==> src/rtl/rfs_pkg.sv <==
package rfs_pkg;
  typedef enum logic [1:0] {
    ST_IDLE  = 2'd0,
    ST_ISSUE = 2'd1,
    ST_HOLD  = 2'd2
  } rfs_state_t;
endpackage

==> src/rtl/rfs_cfg_reg.sv <==
module rfs_cfg_reg #(
  parameter int DLY_W = 8,
  parameter int NMOD  = 4,
  parameter int BUS_W = 32
) (
  input  logic             clk,
  input  logic             rst_n,
  input  logic             wr_en,
  input  logic [BUS_W-1:0] wr_data,
  input  logic             flip,
  output logic [DLY_W-1:0] clean_dly,
  output logic [DLY_W-1:0] dirty_dly,
  output logic             bank_sel,
  output logic             auto_en,
  output logic             opt_en,
  output logic [NMOD-1:0]  mb_map,
  output logic [BUS_W-1:0] rd_data
);
  localparam int OFS_DIRTY = DLY_W;
  localparam int OFS_SEL   = 2 * DLY_W;
  localparam int OFS_EN    = OFS_SEL + 1;
  localparam int OFS_OPT   = OFS_SEL + 2;
  localparam int OFS_MB    = OFS_SEL + 3;
  localparam int CFG_W     = OFS_MB + NMOD;

  logic [CFG_W-1:0] packed_cfg;

  always_ff @(posedge clk) begin
    if (!rst_n) begin
      clean_dly <= '0;
      dirty_dly <= '0;
      bank_sel  <= 1'b0;
      auto_en   <= 1'b0;
      opt_en    <= 1'b0;
      mb_map    <= '0;
    end else if (wr_en) begin
      clean_dly <= wr_data[DLY_W-1:0];
      dirty_dly <= wr_data[OFS_DIRTY +: DLY_W];
      bank_sel  <= wr_data[OFS_SEL];
      auto_en   <= wr_data[OFS_EN];
      opt_en    <= wr_data[OFS_OPT];
      mb_map    <= wr_data[OFS_MB +: NMOD];
    end else if (flip) begin
      bank_sel  <= ~bank_sel;
    end
  end

  assign packed_cfg = {mb_map, opt_en, auto_en, bank_sel, dirty_dly, clean_dly};
  assign rd_data    = BUS_W'(packed_cfg);

  AST_SEL_FLIPS: assert property (@(posedge clk) disable iff (!rst_n)
    (flip && !wr_en) |=> (bank_sel != $past(bank_sel)));
endmodule

==> src/rtl/rfs_trigger.sv <==
module rfs_trigger (
  input  logic clk,
  input  logic rst_n,
  input  logic hsync,
  input  logic arm_en,
  input  logic consume,
  output logic pending
);
  logic hs_q;
  logic rise;

  assign rise = hsync & ~hs_q;

  always_ff @(posedge clk) begin
    if (!rst_n) begin
      hs_q    <= 1'b0;
      pending <= 1'b0;
    end else begin
      hs_q <= hsync;
      if (consume)
        pending <= 1'b0;
      else if (rise && arm_en)
        pending <= 1'b1;
    end
  end

  AST_RISE_LATCHES: assert property (@(posedge clk) disable iff (!rst_n)
    (rise && arm_en && !consume) |=> pending);
  AST_DISARMED_QUIET: assert property (@(posedge clk) disable iff (!rst_n)
    (!pending && !arm_en) |=> !pending);
endmodule

==> src/rtl/rfs_target.sv <==
module rfs_target #(
  parameter int DLY_W = 8,
  parameter int NMOD  = 4
) (
  input  logic [2*NMOD-1:0] dirty_bits,
  input  logic [NMOD-1:0]   mb_map,
  input  logic              bank_sel,
  input  logic              opt_en,
  input  logic [DLY_W-1:0]  clean_dly,
  input  logic [DLY_W-1:0]  dirty_dly,
  output logic [DLY_W-1:0]  hold_dly
);
  localparam int NBANK = 2 * NMOD;

  logic [NBANK-1:0] tgt_mask;
  logic             hit_dirty;

  for (genvar m = 0; m < NMOD; m++) begin : g_slot
    assign tgt_mask[2*m]   = mb_map[m] ? ~bank_sel : 1'b1;
    assign tgt_mask[2*m+1] = mb_map[m] &  bank_sel;

    always_comb begin
      AST_ONE_PER_SLOT: assert ($countones(tgt_mask[2*m +: 2]) == 1);
    end
  end

  assign hit_dirty = |(tgt_mask & dirty_bits);
  assign hold_dly  = (!opt_en || hit_dirty) ? dirty_dly : clean_dly;
endmodule

==> src/rtl/rfs_seq.sv <==
module rfs_seq
  import rfs_pkg::*;
#(
  parameter int DLY_W = 8,
  parameter int ROW_W = 8
) (
  input  logic             clk,
  input  logic             rst_n,
  input  logic             pending,
  input  logic             xact_busy,
  input  logic             ref_ready,
  input  logic [DLY_W-1:0] hold_dly,
  output logic             ref_valid,
  output logic             accept,
  output logic             blk_mem,
  output logic             inval,
  output logic [ROW_W-1:0] row
);
  rfs_state_t       st;
  logic [DLY_W-1:0] cnt;

  assign ref_valid = (st == ST_ISSUE);
  assign accept    = ref_valid && ref_ready;
  assign blk_mem   = (st != ST_IDLE);

  always_ff @(posedge clk) begin
    if (!rst_n) begin
      st    <= ST_IDLE;
      cnt   <= '0;
      row   <= '0;
      inval <= 1'b0;
    end else begin
      inval <= accept;
      unique case (st)
        ST_IDLE: begin
          if (pending && !xact_busy) st <= ST_ISSUE;
        end
        ST_ISSUE: begin
          if (ref_ready) begin
            row <= row + ROW_W'(1);
            cnt <= hold_dly;
            st  <= (hold_dly == '0) ? ST_IDLE : ST_HOLD;
          end
        end
        ST_HOLD: begin
          if (cnt == DLY_W'(1)) st <= ST_IDLE;
          else                  cnt <= cnt - DLY_W'(1);
        end
        default: st <= ST_IDLE;
      endcase
    end
  end

  AST_WAIT_XACT: assert property (@(posedge clk) disable iff (!rst_n)
    $rose(ref_valid) |-> !$past(xact_busy));
  AST_INVAL_ONCE: assert property (@(posedge clk) disable iff (!rst_n)
    inval |=> !inval);
  AST_ROW_STEP: assert property (@(posedge clk) disable iff (!rst_n)
    accept |=> (row == $past(row) + ROW_W'(1)));
  AST_HOLD_BLOCKS: assert property (@(posedge clk) disable iff (!rst_n)
    (accept && hold_dly != '0) |=> (blk_mem && !ref_valid));
endmodule

==> src/rtl/hsync_refresh_sched.sv <==
module hsync_refresh_sched #(
  parameter int DLY_W = 8,
  parameter int NMOD  = 4,
  parameter int ROW_W = 8,
  parameter int BUS_W = 32
) (
  input  logic               clk,
  input  logic               rst_n,
  input  logic               cfg_wr_en,
  input  logic [BUS_W-1:0]   cfg_wr_data,
  output logic [BUS_W-1:0]   cfg_rd_data,
  input  logic               hsync,
  input  logic               xact_busy,
  input  logic [2*NMOD-1:0]  bank_dirty,
  output logic               ref_valid,
  input  logic               ref_ready,
  output logic               ref_bank,
  output logic [ROW_W-1:0]   ref_row,
  output logic               blk_mem,
  output logic               inval_rows
);
  logic [DLY_W-1:0] clean_dly;
  logic [DLY_W-1:0] dirty_dly;
  logic [DLY_W-1:0] hold_dly;
  logic             auto_en;
  logic             opt_en;
  logic [NMOD-1:0]  mb_map;
  logic             pending;
  logic             accept;

  rfs_cfg_reg #(.DLY_W(DLY_W), .NMOD(NMOD), .BUS_W(BUS_W)) u_cfg (
    .clk(clk), .rst_n(rst_n), .wr_en(cfg_wr_en), .wr_data(cfg_wr_data),
    .flip(accept), .clean_dly(clean_dly), .dirty_dly(dirty_dly),
    .bank_sel(ref_bank), .auto_en(auto_en), .opt_en(opt_en),
    .mb_map(mb_map), .rd_data(cfg_rd_data)
  );

  rfs_trigger u_trig (
    .clk(clk), .rst_n(rst_n), .hsync(hsync), .arm_en(auto_en),
    .consume(accept), .pending(pending)
  );

  rfs_target #(.DLY_W(DLY_W), .NMOD(NMOD)) u_tgt (
    .dirty_bits(bank_dirty), .mb_map(mb_map), .bank_sel(ref_bank),
    .opt_en(opt_en), .clean_dly(clean_dly), .dirty_dly(dirty_dly),
    .hold_dly(hold_dly)
  );

  rfs_seq #(.DLY_W(DLY_W), .ROW_W(ROW_W)) u_seq (
    .clk(clk), .rst_n(rst_n), .pending(pending), .xact_busy(xact_busy),
    .ref_ready(ref_ready), .hold_dly(hold_dly), .ref_valid(ref_valid),
    .accept(accept), .blk_mem(blk_mem), .inval(inval_rows), .row(ref_row)
  );

  AST_OFFER_STABLE: assert property (@(posedge clk) disable iff (!rst_n)
    (ref_valid && !ref_ready && !cfg_wr_en) |=>
      (ref_valid && $stable(ref_bank) && $stable(ref_row)));
endmodule

==> config.mk <==
export PLATFORM = sky130hd
export DESIGN_NAME = hsync_refresh_sched
export DESIGN_NICKNAME = d
export VERILOG_FILES = /design/src/rtl/rfs_pkg.sv /design/src/rtl/rfs_cfg_reg.sv /design/src/rtl/rfs_trigger.sv /design/src/rtl/rfs_target.sv /design/src/rtl/rfs_seq.sv /design/src/rtl/hsync_refresh_sched.sv
export SDC_FILE = /design/constraint.sdc
export NUM_CORES = 1
export LEC_CHECK = 0
export ABC_CLOCK_PERIOD_IN_PS = 3310
export BUFFER_PORTS_ARGS = -buffer_cell sky130_fd_sc_hd__buf_2
export CAP_MARGIN = 20
export CORE_MARGIN = 3
export CORE_UTILIZATION = 35
export CTS_CLUSTER_DIAMETER = 60
export DETAILED_ROUTE_END_ITERATION = 16
export RECOVER_POWER = 50
export SYNTH_ARGS = -nofsm -noshare
export SYNTH_HDL_FRONTEND = slang
export SYNTH_SLANG_ARGS = --single-unit
==> constraint.sdc <==
create_clock -name clk -period 3.31 [get_ports clk]
set_input_delay 0.662 -clock clk [delete_from_list [all_inputs] [get_ports clk]]
set_output_delay 0.662 -clock clk [all_outputs]
set_load 0.01 [all_outputs]
==> results of run 1 <==
[how the worst max path moves through the flow]
| stage | start | to | slack (ps) | cells after the start |
|---|---|---|---|---|
| finish | rst_n | u_seq.cnt[1] | 1050 | 4 |
| CTS | u_cfg.bank_sel | u_seq.cnt[4] | 1280 | 6 |
| global placement | bank_dirty[3] | u_seq.cnt[4] | 1010 | 7 |
| floorplan | bank_dirty[3] | u_seq.st[1] | 1270 | 5 |
| detailed placement | bank_dirty[3] | u_seq.cnt[4] | 990 | 7 |
| global route | rst_n | u_seq.cnt[1] | 900 | 4 |
[layer usage]
metal	vias to the layer above	wire (um)	track usage, %
li1	939	-	-
met1	823	2177	18.89
met2	66	2265	22.02
met3	4	310	3.140
met4	0	72	4.971
met5	-	0	0
[final cells by class]
type / count / share of cell area [%]
multi-input cells: 170 / 44.13
well taps: 72 / 3.535
clock inverters: 1 / 0.1964
flip-flops and latches: 44 / 34.56
repair buffers: 73 / 13.84
clock buffers: 6 / 2.847
inverters: 6 / 0.8837
[sequential cells by signal (all words and copies together) (netlist names)]
register and flops:
u_seq.inval 1, u_trig.hs_q 1, u_seq.st 2, u_cfg.opt_en 1
u_cfg.auto_en 1, u_cfg.bank_sel 1, u_seq.row 8, u_cfg.mb_map 4
u_cfg.clean_dly 8, u_seq.cnt 8, u_cfg.dirty_dly 8, u_trig.pending 1
[power breakdown]
part | internal [mW] | total, mW | switching, mW
Combinational | 0.0561 | 0.119 | 0.0627
Clock | 0.144 | 0.313 | 0.170
Sequential | 0.549 | 0.569 | 0.0205
Total | 0.748 | 1.00 | 0.253
[metrics by stage]
stage | cells | hold slack (ps) | util, % | cell area (um^2)
global route | 372 | 552.5 | 44.64 | 2549
detailed placement | 365 | 495.0 | 43.59 | 2489
CTS | 372 | 507.0 | 44.95 | 2566
finish | 372 | 503.6 | 44.64 | 2549
global placement | 365 | 490.7 | 43.59 | 2489
floorplan | 243 | 453.5 | - | 2167
[worst max-delay path, delay by kind of cell]
kind / cells / cell delay [ps]
buf+inv: 3 / 1470
compound gates: 1 / 220
[layout by cell type, fill, tap and decap left out, drive strengths merged, types with 4 or more instances in the layout]
cell     n
nor4     4
conb     9
nand3    5
mux2i   33
o21ai    6
nor2    35
and3     4
clkbuf  18
a21oi    6
inv      5
nor3     7
nand2   10
buf     61
xor2     6
dfxtp   44
[cell families (layout without fill, tap and decap cells)]
logic type / count (synthesis) / in the layout / synth area share (%)
AND/OR/NAND/NOR: 83 / 83 / 19.55
AO/OA/AOI/OAI: 33 / 33 / 10.48
XOR/XNOR: 8 / 8 / 3.279
multiplexers: 34 / 34 / 15.98
adder cells (fa/ha/maj): 3 / 3 / 1.757
buffers and inverters: 29 / 86 / 7.553
flip-flops: 44 / 44 / 41.22
other: 1 / 9 / 0.1755
[synthesized netlist by cell type, drive strengths merged (5+ instances only)]
master | n | area, um^2
dfxtp | 44 | 880.8
nor2 | 35 | 131.4
mux2i | 33 | 330.3
buf | 15 | 108.9
nand2 | 10 | 37.54
clkbuf | 8 | 30.03
nor3 | 7 | 35.03
a21oi | 6 | 30.03
o21ai | 6 | 30.03
xor2 | 6 | 52.55
inv | 5 | 18.77
nand3 | 5 | 25.02
==> impl_table.tex, run 1 <==
\begin{tabular}{lr}
\hline
Metric & Value \\
\hline
\multicolumn{2}{l}{\textbf{Routing}} \\
Total length of routed wires & 4826 um \\
Remaining number of nets flagged by the antenna check after routing & 0 \\
Remaining DRCs & 0 \\
Detailed-routing iteration count for the pre-antenna-repair pass & 4 \\
Initial DRC count & 153 \\
Average wire per cell in the routed design & 12.97 um \\
Average via count per standard cell & 4.925 \\
Routed via count & 1832 \\
\multicolumn{2}{l}{\textbf{Placed design}} \\
Hpwl dp & 3652 um \\
Place WS & 986.7 ps \\
Routability-driven placement congestion ratio & 0.8118 \\
Port Buf Inserts & 71 \\
\multicolumn{2}{l}{\textbf{Floorplan}} \\
DIE AREA & 7080 um\^{}2 \\
Io pins & 90 \\
Cell row count & 27 \\
DIE WIDTH & 84.14 um \\
Floorplan core area & 5709 um\^{}2 \\
Initial core utilization & 37.43\% \\
Chip Height & 84.14 um \\
\multicolumn{2}{l}{\textbf{Clock network}} \\
Insertion delay to the later sink of the worst-skew pair & 290 ps \\
Hold buffers post-CTS & 0 \\
Clock Sink Count & 44 \\
Post-CTS Setup Inserts & 0 \\
Number of H-tree levels & 2 \\
Clock tree from TritonCTS & yes \\
Gates resized, CTS repair & 0 \\
Clock-pin slew on the worst setup and hold paths & 80 ps \\
Clock tree root buffer cell & sky130\_fd\_sc\_hd\_\_clkbuf\_8 \\
Deepest clock path buffer count & 2 \\
Number of buffers created by CTS & 5 \\
\multicolumn{2}{l}{\textbf{Hold path}} \\
Classification of the worst-slack hold path & reg -> reg \\
Number of cells traversed by the worst hold path & 2 \\
Hold Path Origin & u\_seq.row[1] \\
Worst hold path endpoint & u\_seq.row[1] \\
\multicolumn{2}{l}{\textbf{Final layout}} \\
Diodes inserted & 0 \\
Area of combinational cells with multiple inputs & 1125 um\^{}2 \\
Filler Cell Count & 603 \\
Register area & 880.8 um\^{}2 \\
Net count reported at finish & 349 \\
P\&R area growth vs syn & 19.26\% \\
Proportion of layout cells with a drive suffix above 1 & 24.67\% \\
\multicolumn{2}{l}{\textbf{Timing}} \\
Pins Over Slew Limit & 36 \\
Worst slew margin relative to its limit & -4.010\% \\
Tightest Pin Transition & 1560 ps \\
Final Hold Viols & 0 \\
FMAX & 0.4430 GHz \\
Setup TNS & 0 ps \\
Setup skew after layout & 4.409 ps \\
Setup violators final & 0 \\
PnR worst setup slack & 1053 ps \\
Portion of the clock cycle consumed by the worst path in the final layout & 68.19\% \\
Min cycle time layout & 2257 ps \\
Setup repair after global routing missed its margin & false \\
\multicolumn{2}{l}{\textbf{Critical path}} \\
Worst Path Required & 3420 ps \\
Count of cells along the worst register-to-register path & 6 \\
Critical path cell sequence & clkbuf\_1, clkinv\_1, clkbuf\_1, o22ai\_1 \\
Startpoint kind of the worst setup timing path & input pin \\
Critical path's largest stage delay & 1130 ps \\
Top cell by count, worst path & sky130\_fd\_sc\_hd\_\_clkbuf\_1 \\
R2r startpoint & u\_cfg.bank\_sel \\
Critical path fanouts, max & 35 \\
Slack of the worst reg-to-reg path & 1330 ps \\
Worst r2r dst & u\_seq.cnt[4] \\
Setup crit end kind & flip-flop \\
Worst Path Class, Setup & in -> reg \\
Slowest cell on the critical path & sky130\_fd\_sc\_hd\_\_clkbuf\_1 \\
Signal arrival time at the worst endpoint & 2370 ps \\
\multicolumn{2}{l}{\textbf{Pwr}} \\
Total power after layout & 1.001 mW \\
VDD IR-drop max & 0.0002021 V \\
LEAKAGE & 1.221 nW \\
Power per Cell Area & 392.9 nW/um\^{}2 \\
\multicolumn{2}{l}{\textbf{Yosys}} \\
Flip-flop cell with the highest count after synthesis & sky130\_fd\_sc\_hd\_\_dfxtp\_1 \\
Number of distinct standard cells referenced by the synthesized netlist & 46 \\
Async set or reset register ratio after synthesis & 0\% \\
Summed instance area of the synthesized netlist & 2137 um\^{}2 \\
Post-synth EDFFs & 0 \\
Average instance area after synthesis & 9.094 um\^{}2 \\
Synthesis-stage register bit count & 44 \\
Sequential-to-total area share from yosys stat & 41.22\% \\
Gate count of the mapped netlist & 235 \\
Synth Warn \# & 0 \\
\multicolumn{2}{l}{\textbf{Global routing}} \\
Global-route wire length before repair & 8224 um \\
Aggregate global-route resource usage & 14.01\% \\
Maximum number of pins on one net before global-route repair & 36 \\
Initial antenna violation count & 0 \\
Overall overflow remaining after global route & 0 \\
Number of global-route vias before repair & 1691 \\
\multicolumn{2}{l}{\textbf{Status}} \\
Result of the run & complete, but fails checks \\
Violated checks & capacitance limit, slew limit \\
\multicolumn{2}{l}{\textbf{Run}} \\
Maxcap violations & 1 \\
\hline
\end{tabular}
No activity file was read; power rests on OpenSTA's default activity.
==> run 2: changes to the inputs <==
- ABC_AREA: not set -> 1
- ABC_CLOCK_PERIOD_IN_PS: 3310 -> 2300
- clock period: 3.31 -> 2.3 ns (I/O delays scaled with it)
==> run 2 against run 1 <==
Net effect:
- the flow now finishes without violations
- clock power is 59% higher
- register-to-register slack worse by 830 ps
- count of clock-buffer cells in the layout is 2 higher
- critical path depth is 4 higher
- via count is 15% higher
- combinational power grew to 2.5 times the previous value
- critical path type is now reg -> reg
- cell area is 2.1% higher
- largest cell class unchanged
==> impl_table.tex, run 2 <==
\begin{tabular}{lr}
\hline
Metric & Value \\
\hline
\multicolumn{2}{l}{\textbf{Global routing}} \\
Maximum number of pins on one net before global-route repair & 34 (was 36) \\
Initial antenna violation count & 0 (unchanged) \\
Overall overflow remaining after global route & 0 (unchanged) \\
Aggregate global-route resource usage & 14.81\% (was 14.01\%) \\
Number of global-route vias before repair & 1967 (was 1691) \\
Global-route wire length before repair & 8687 um (was 8224 um) \\
\multicolumn{2}{l}{\textbf{Clock network}} \\
Gates resized, CTS repair & 0 (unchanged) \\
Insertion delay to the later sink of the worst-skew pair & 290 ps (about the same) \\
Number of buffers created by CTS & 5 (unchanged) \\
Clock tree root buffer cell & sky130\_fd\_sc\_hd\_\_clkbuf\_8 (unchanged) \\
Post-CTS Setup Inserts & 0 (unchanged) \\
Clock tree from TritonCTS & yes (unchanged) \\
Number of H-tree levels & 2 (unchanged) \\
Hold buffers post-CTS & 0 (unchanged) \\
Clock Sink Count & 44 (unchanged) \\
Clock-pin slew on the worst setup and hold paths & 80 ps (about the same) \\
Deepest clock path buffer count & 2 (unchanged) \\
\multicolumn{2}{l}{\textbf{Pwr}} \\
VDD IR-drop max & 0.0002864 V (was 0.0002021 V) \\
LEAKAGE & 1.269 nW (was 1.221 nW) \\
Power per Cell Area & 630.8 nW/um\^{}2 (was 392.9 nW/um\^{}2) \\
\multicolumn{2}{l}{\textbf{Routing}} \\
Remaining number of nets flagged by the antenna check after routing & 0 (unchanged) \\
Sum of met2 wire segment lengths after detailed routing & 2400 um (was 2265 um) \\
Routed via count & 2108 (was 1832) \\
Post-route met1 wirelength & 2414 um (was 2177 um) \\
Routed met3 length & 406 um (was 310 um) \\
Average wire per cell in the routed design & 11.68 um (was 12.97 um) \\
Detailed-routing iteration count for the pre-antenna-repair pass & 4 (unchanged) \\
Remaining DRCs & 0 (unchanged) \\
Total length of routed wires & 5257 um (was 4826 um) \\
Top sig layer & met4 (unchanged) \\
Average via count per standard cell & 4.684 (was 4.925) \\
Initial DRC count & 96 (was 153) \\
\multicolumn{2}{l}{\textbf{Critical path}} \\
Critical path's largest stage delay & 410 ps (was 1130 ps) \\
Worst Path Required & 2500 ps (was 3420 ps) \\
Critical path cell sequence & inv\_2, nor2\_4, nand2\_1, nor3\_1, nand3\_1, nor2\_1, a21oi\_1, o21a\_1 (was clkbuf\_1, clkinv\_1, clkbuf\_1, o22ai\_1) \\
Signal arrival time at the worst endpoint & 2000 ps (was 2370 ps) \\
Critical path fanouts, max & 8 (was 35) \\
Slowest cell on the critical path & sky130\_fd\_sc\_hd\_\_dfxtp\_1 (was sky130\_fd\_sc\_hd\_\_clkbuf\_1) \\
Startpoint kind of the worst setup timing path & flip-flop (was input pin) \\
Setup crit end kind & flip-flop (unchanged) \\
Worst Path Class, Setup & reg -> reg (was in -> reg) \\
\multicolumn{2}{l}{\textbf{Timing}} \\
FMAX & 0.5548 GHz \\
Final Hold Viols & 0 (unchanged) \\
Setup TNS & 0 ps (unchanged) \\
Portion of the clock cycle consumed by the worst path in the final layout & 78.36\% \\
Setup repair after global routing missed its margin & false (unchanged) \\
Min cycle time layout & 1802 ps \\
Setup violators final & 0 (unchanged) \\
Setup skew after layout & 3.741 ps (was 4.409 ps) \\
Tightest Pin Transition & 1280 ps (was 1560 ps) \\
Worst slew margin relative to its limit & 14.67\% (was -4.010\%) \\
Pins Over Slew Limit & 0 (was 36) \\
\multicolumn{2}{l}{\textbf{Status}} \\
Result of the run & complete, no violations (was complete, but fails checks) \\
\multicolumn{2}{l}{\textbf{Floorplan}} \\
Chip Height & 84.71 um (was 84.14 um) \\
Io pins & 90 (unchanged) \\
Cell row count & 28 (was 27) \\
Initial core utilization & 36.41\% (was 37.43\%) \\
DIE WIDTH & 84.71 um (was 84.14 um) \\
Floorplan core area & 5956 um\^{}2 (was 5709 um\^{}2) \\
DIE AREA & 7176 um\^{}2 (was 7080 um\^{}2) \\
\multicolumn{2}{l}{\textbf{Final layout}} \\
P\&R area growth vs syn & 19.97\% (was 19.26\%) \\
Area of combinational cells with multiple inputs & 1042 um\^{}2 (was 1125 um\^{}2) \\
Proportion of layout cells with a drive suffix above 1 & 21.87\% (was 24.67\%) \\
Leading cell types in the layout, fill and taps excluded & 62 x sky130\_fd\_sc\_hd\_\_buf\_2, 53 x sky130\_fd\_sc\_hd\_\_nand2\_1, 44 x sky130\_fd\_sc\_hd\_\_dfxtp\_1 (was 60 x sky130\_fd\_sc\_hd\_\_buf\_2, 44 x sky130\_fd\_sc\_hd\_\_dfxtp\_1, 35 x sky130\_fd\_sc\_hd\_\_nor2\_1) \\
Core utilization of the finished layout & 43.68\% (was 44.64\%) \\
Register area & 880.8 um\^{}2 (unchanged) \\
Diodes inserted & 0 (unchanged) \\
Net count reported at finish & 423 (was 349) \\
Leading cell type in the layout, fill and taps excluded & sky130\_fd\_sc\_hd\_\_buf\_2 (unchanged) \\
Filler Cell Count & 664 (was 603) \\
\multicolumn{2}{l}{\textbf{Yosys}} \\
Post-synth EDFFs & 0 (unchanged) \\
Flip-flop cell with the highest count after synthesis & sky130\_fd\_sc\_hd\_\_dfxtp\_1 (unchanged) \\
Gate count of the mapped netlist & 306 (was 235) \\
Number of distinct standard cells referenced by the synthesized netlist & 25 (was 46) \\
Most used standard cell by instance count after synthesis & sky130\_fd\_sc\_hd\_\_nand2\_1 (was sky130\_fd\_sc\_hd\_\_dfxtp\_1) \\
Average instance area after synthesis & 7.086 um\^{}2 (was 9.094 um\^{}2) \\
Sequential-to-total area share from yosys stat & 40.62\% (was 41.22\%) \\
Synth Warn \# & 0 (unchanged) \\
Proportion of netlist area held by the largest area contributor & 40.62\% (was 41.22\%) \\
Summed instance area of the synthesized netlist & 2168 um\^{}2 (was 2137 um\^{}2) \\
Area contributors post-synth & sky130\_fd\_sc\_hd\_\_dfxtp\_1 41\%, sky130\_fd\_sc\_hd\_\_nand2\_1 9.0\%, sky130\_fd\_sc\_hd\_\_a21oi\_1 7.8\% (was sky130\_fd\_sc\_hd\_\_dfxtp\_1 41\%, sky130\_fd\_sc\_hd\_\_mux2i\_1 15\%, sky130\_fd\_sc\_hd\_\_nor2\_1 6.1\%) \\
Synthesis-stage register bit count & 44 (unchanged) \\
Async set or reset register ratio after synthesis & 0\% (unchanged) \\
Area leader, netlist & sky130\_fd\_sc\_hd\_\_dfxtp\_1 (unchanged) \\
Commonest cells post-synth & 52 x sky130\_fd\_sc\_hd\_\_nand2\_1, 44 x sky130\_fd\_sc\_hd\_\_dfxtp\_1, 34 x sky130\_fd\_sc\_hd\_\_a21oi\_1 (was 44 x sky130\_fd\_sc\_hd\_\_dfxtp\_1, 35 x sky130\_fd\_sc\_hd\_\_nor2\_1, 33 x sky130\_fd\_sc\_hd\_\_mux2i\_1) \\
\multicolumn{2}{l}{\textbf{Hold path}} \\
Classification of the worst-slack hold path & in -> reg (was reg -> reg) \\
\multicolumn{2}{l}{\textbf{Placed design}} \\
Port Buf Inserts & 71 (unchanged) \\
Hpwl dp & 3973 um (was 3652 um) \\
Routability-driven placement congestion ratio & 0.8355 (was 0.8118) \\
\multicolumn{2}{l}{\textbf{Run}} \\
Maxcap violations & 0 (was 1) \\
\hline
\end{tabular}
[run 2: worst paths after layout]
kind	from	endpoint	slack, ps	cells after the start
setup / recovery	u_seq.st[0]	u_seq.row[7]	500	8
hold / removal	hsync	u_trig.hs_q	370	3
setup reg to reg	u_seq.st[0]	u_seq.row[7]	500	8
hold reg to reg	u_cfg.clean_dly[0]	u_cfg.clean_dly[0]	470	2
[run 2: cell type report]
type	count	share of cell area, %
Multi-Input combinational cell	213	40.07
Sequential cell	44	33.86
Timing Repair Buffer	73	13.66
Inverter	37	5.339
Tap cell	75	3.608
Clock buffer	8	3.463
[run 2: cells by family after synthesis]
family | synth area share, %
AO/OA/AOI/OAI | 17.77
XOR/XNOR | 1.212
adder cells (fa/ha/maj) | 1.731
buffers and inverters | 12.12
flip-flops | 40.62
other | 0.1729
AND/OR/NAND/NOR | 26.37
[run 2: critical path, delay by kind of cell, from the launching register on]
family	cells	cell delay, ps
buffers and inverters	1	70
flip-flops	1	410
AND/OR/NAND/NOR	5	1030
AO/OA/AOI/OAI	2	190
[run 2: routing by layer]
layer,global-route usage (%),vias to the layer above
li1,-,1107
met2,23.84,58
met3,5.888,6
met1,18.30,937
met5,0,-
met4,4.317,0
[run 2: where the power goes]
part	leakage, nW	total [mW]	internal (mW)	switching [mW]
clock network	0.0455	0.498	0.245	0.253
registers	0.361	0.842	0.806	0.0356
logic	0.862	0.301	0.115	0.186
total	1.27	1.64	1.17	0.474
[run 2: metrics by stage]
| stage | power, mW | worst slack, ps | hold slack [ps] | instances | area [um^2] |
|---|---|---|---|---|---|
| finish | 1.641 | 497.6 | 367.0 | 450 | 2601 |
| global route | 1.735 | 343.1 | 372.3 | 450 | 2601 |
| CTS | 1.670 | 593.0 | 360.8 | 450 | 2629 |
| detailed placement | 1.165 | 615.1 | 461.5 | 442 | 2539 |
| global placement | 1.161 | 602.5 | 456.3 | 442 | 2539 |
| floorplan | 1.068 | 826.7 | 429.3 | 314 | 2198 |
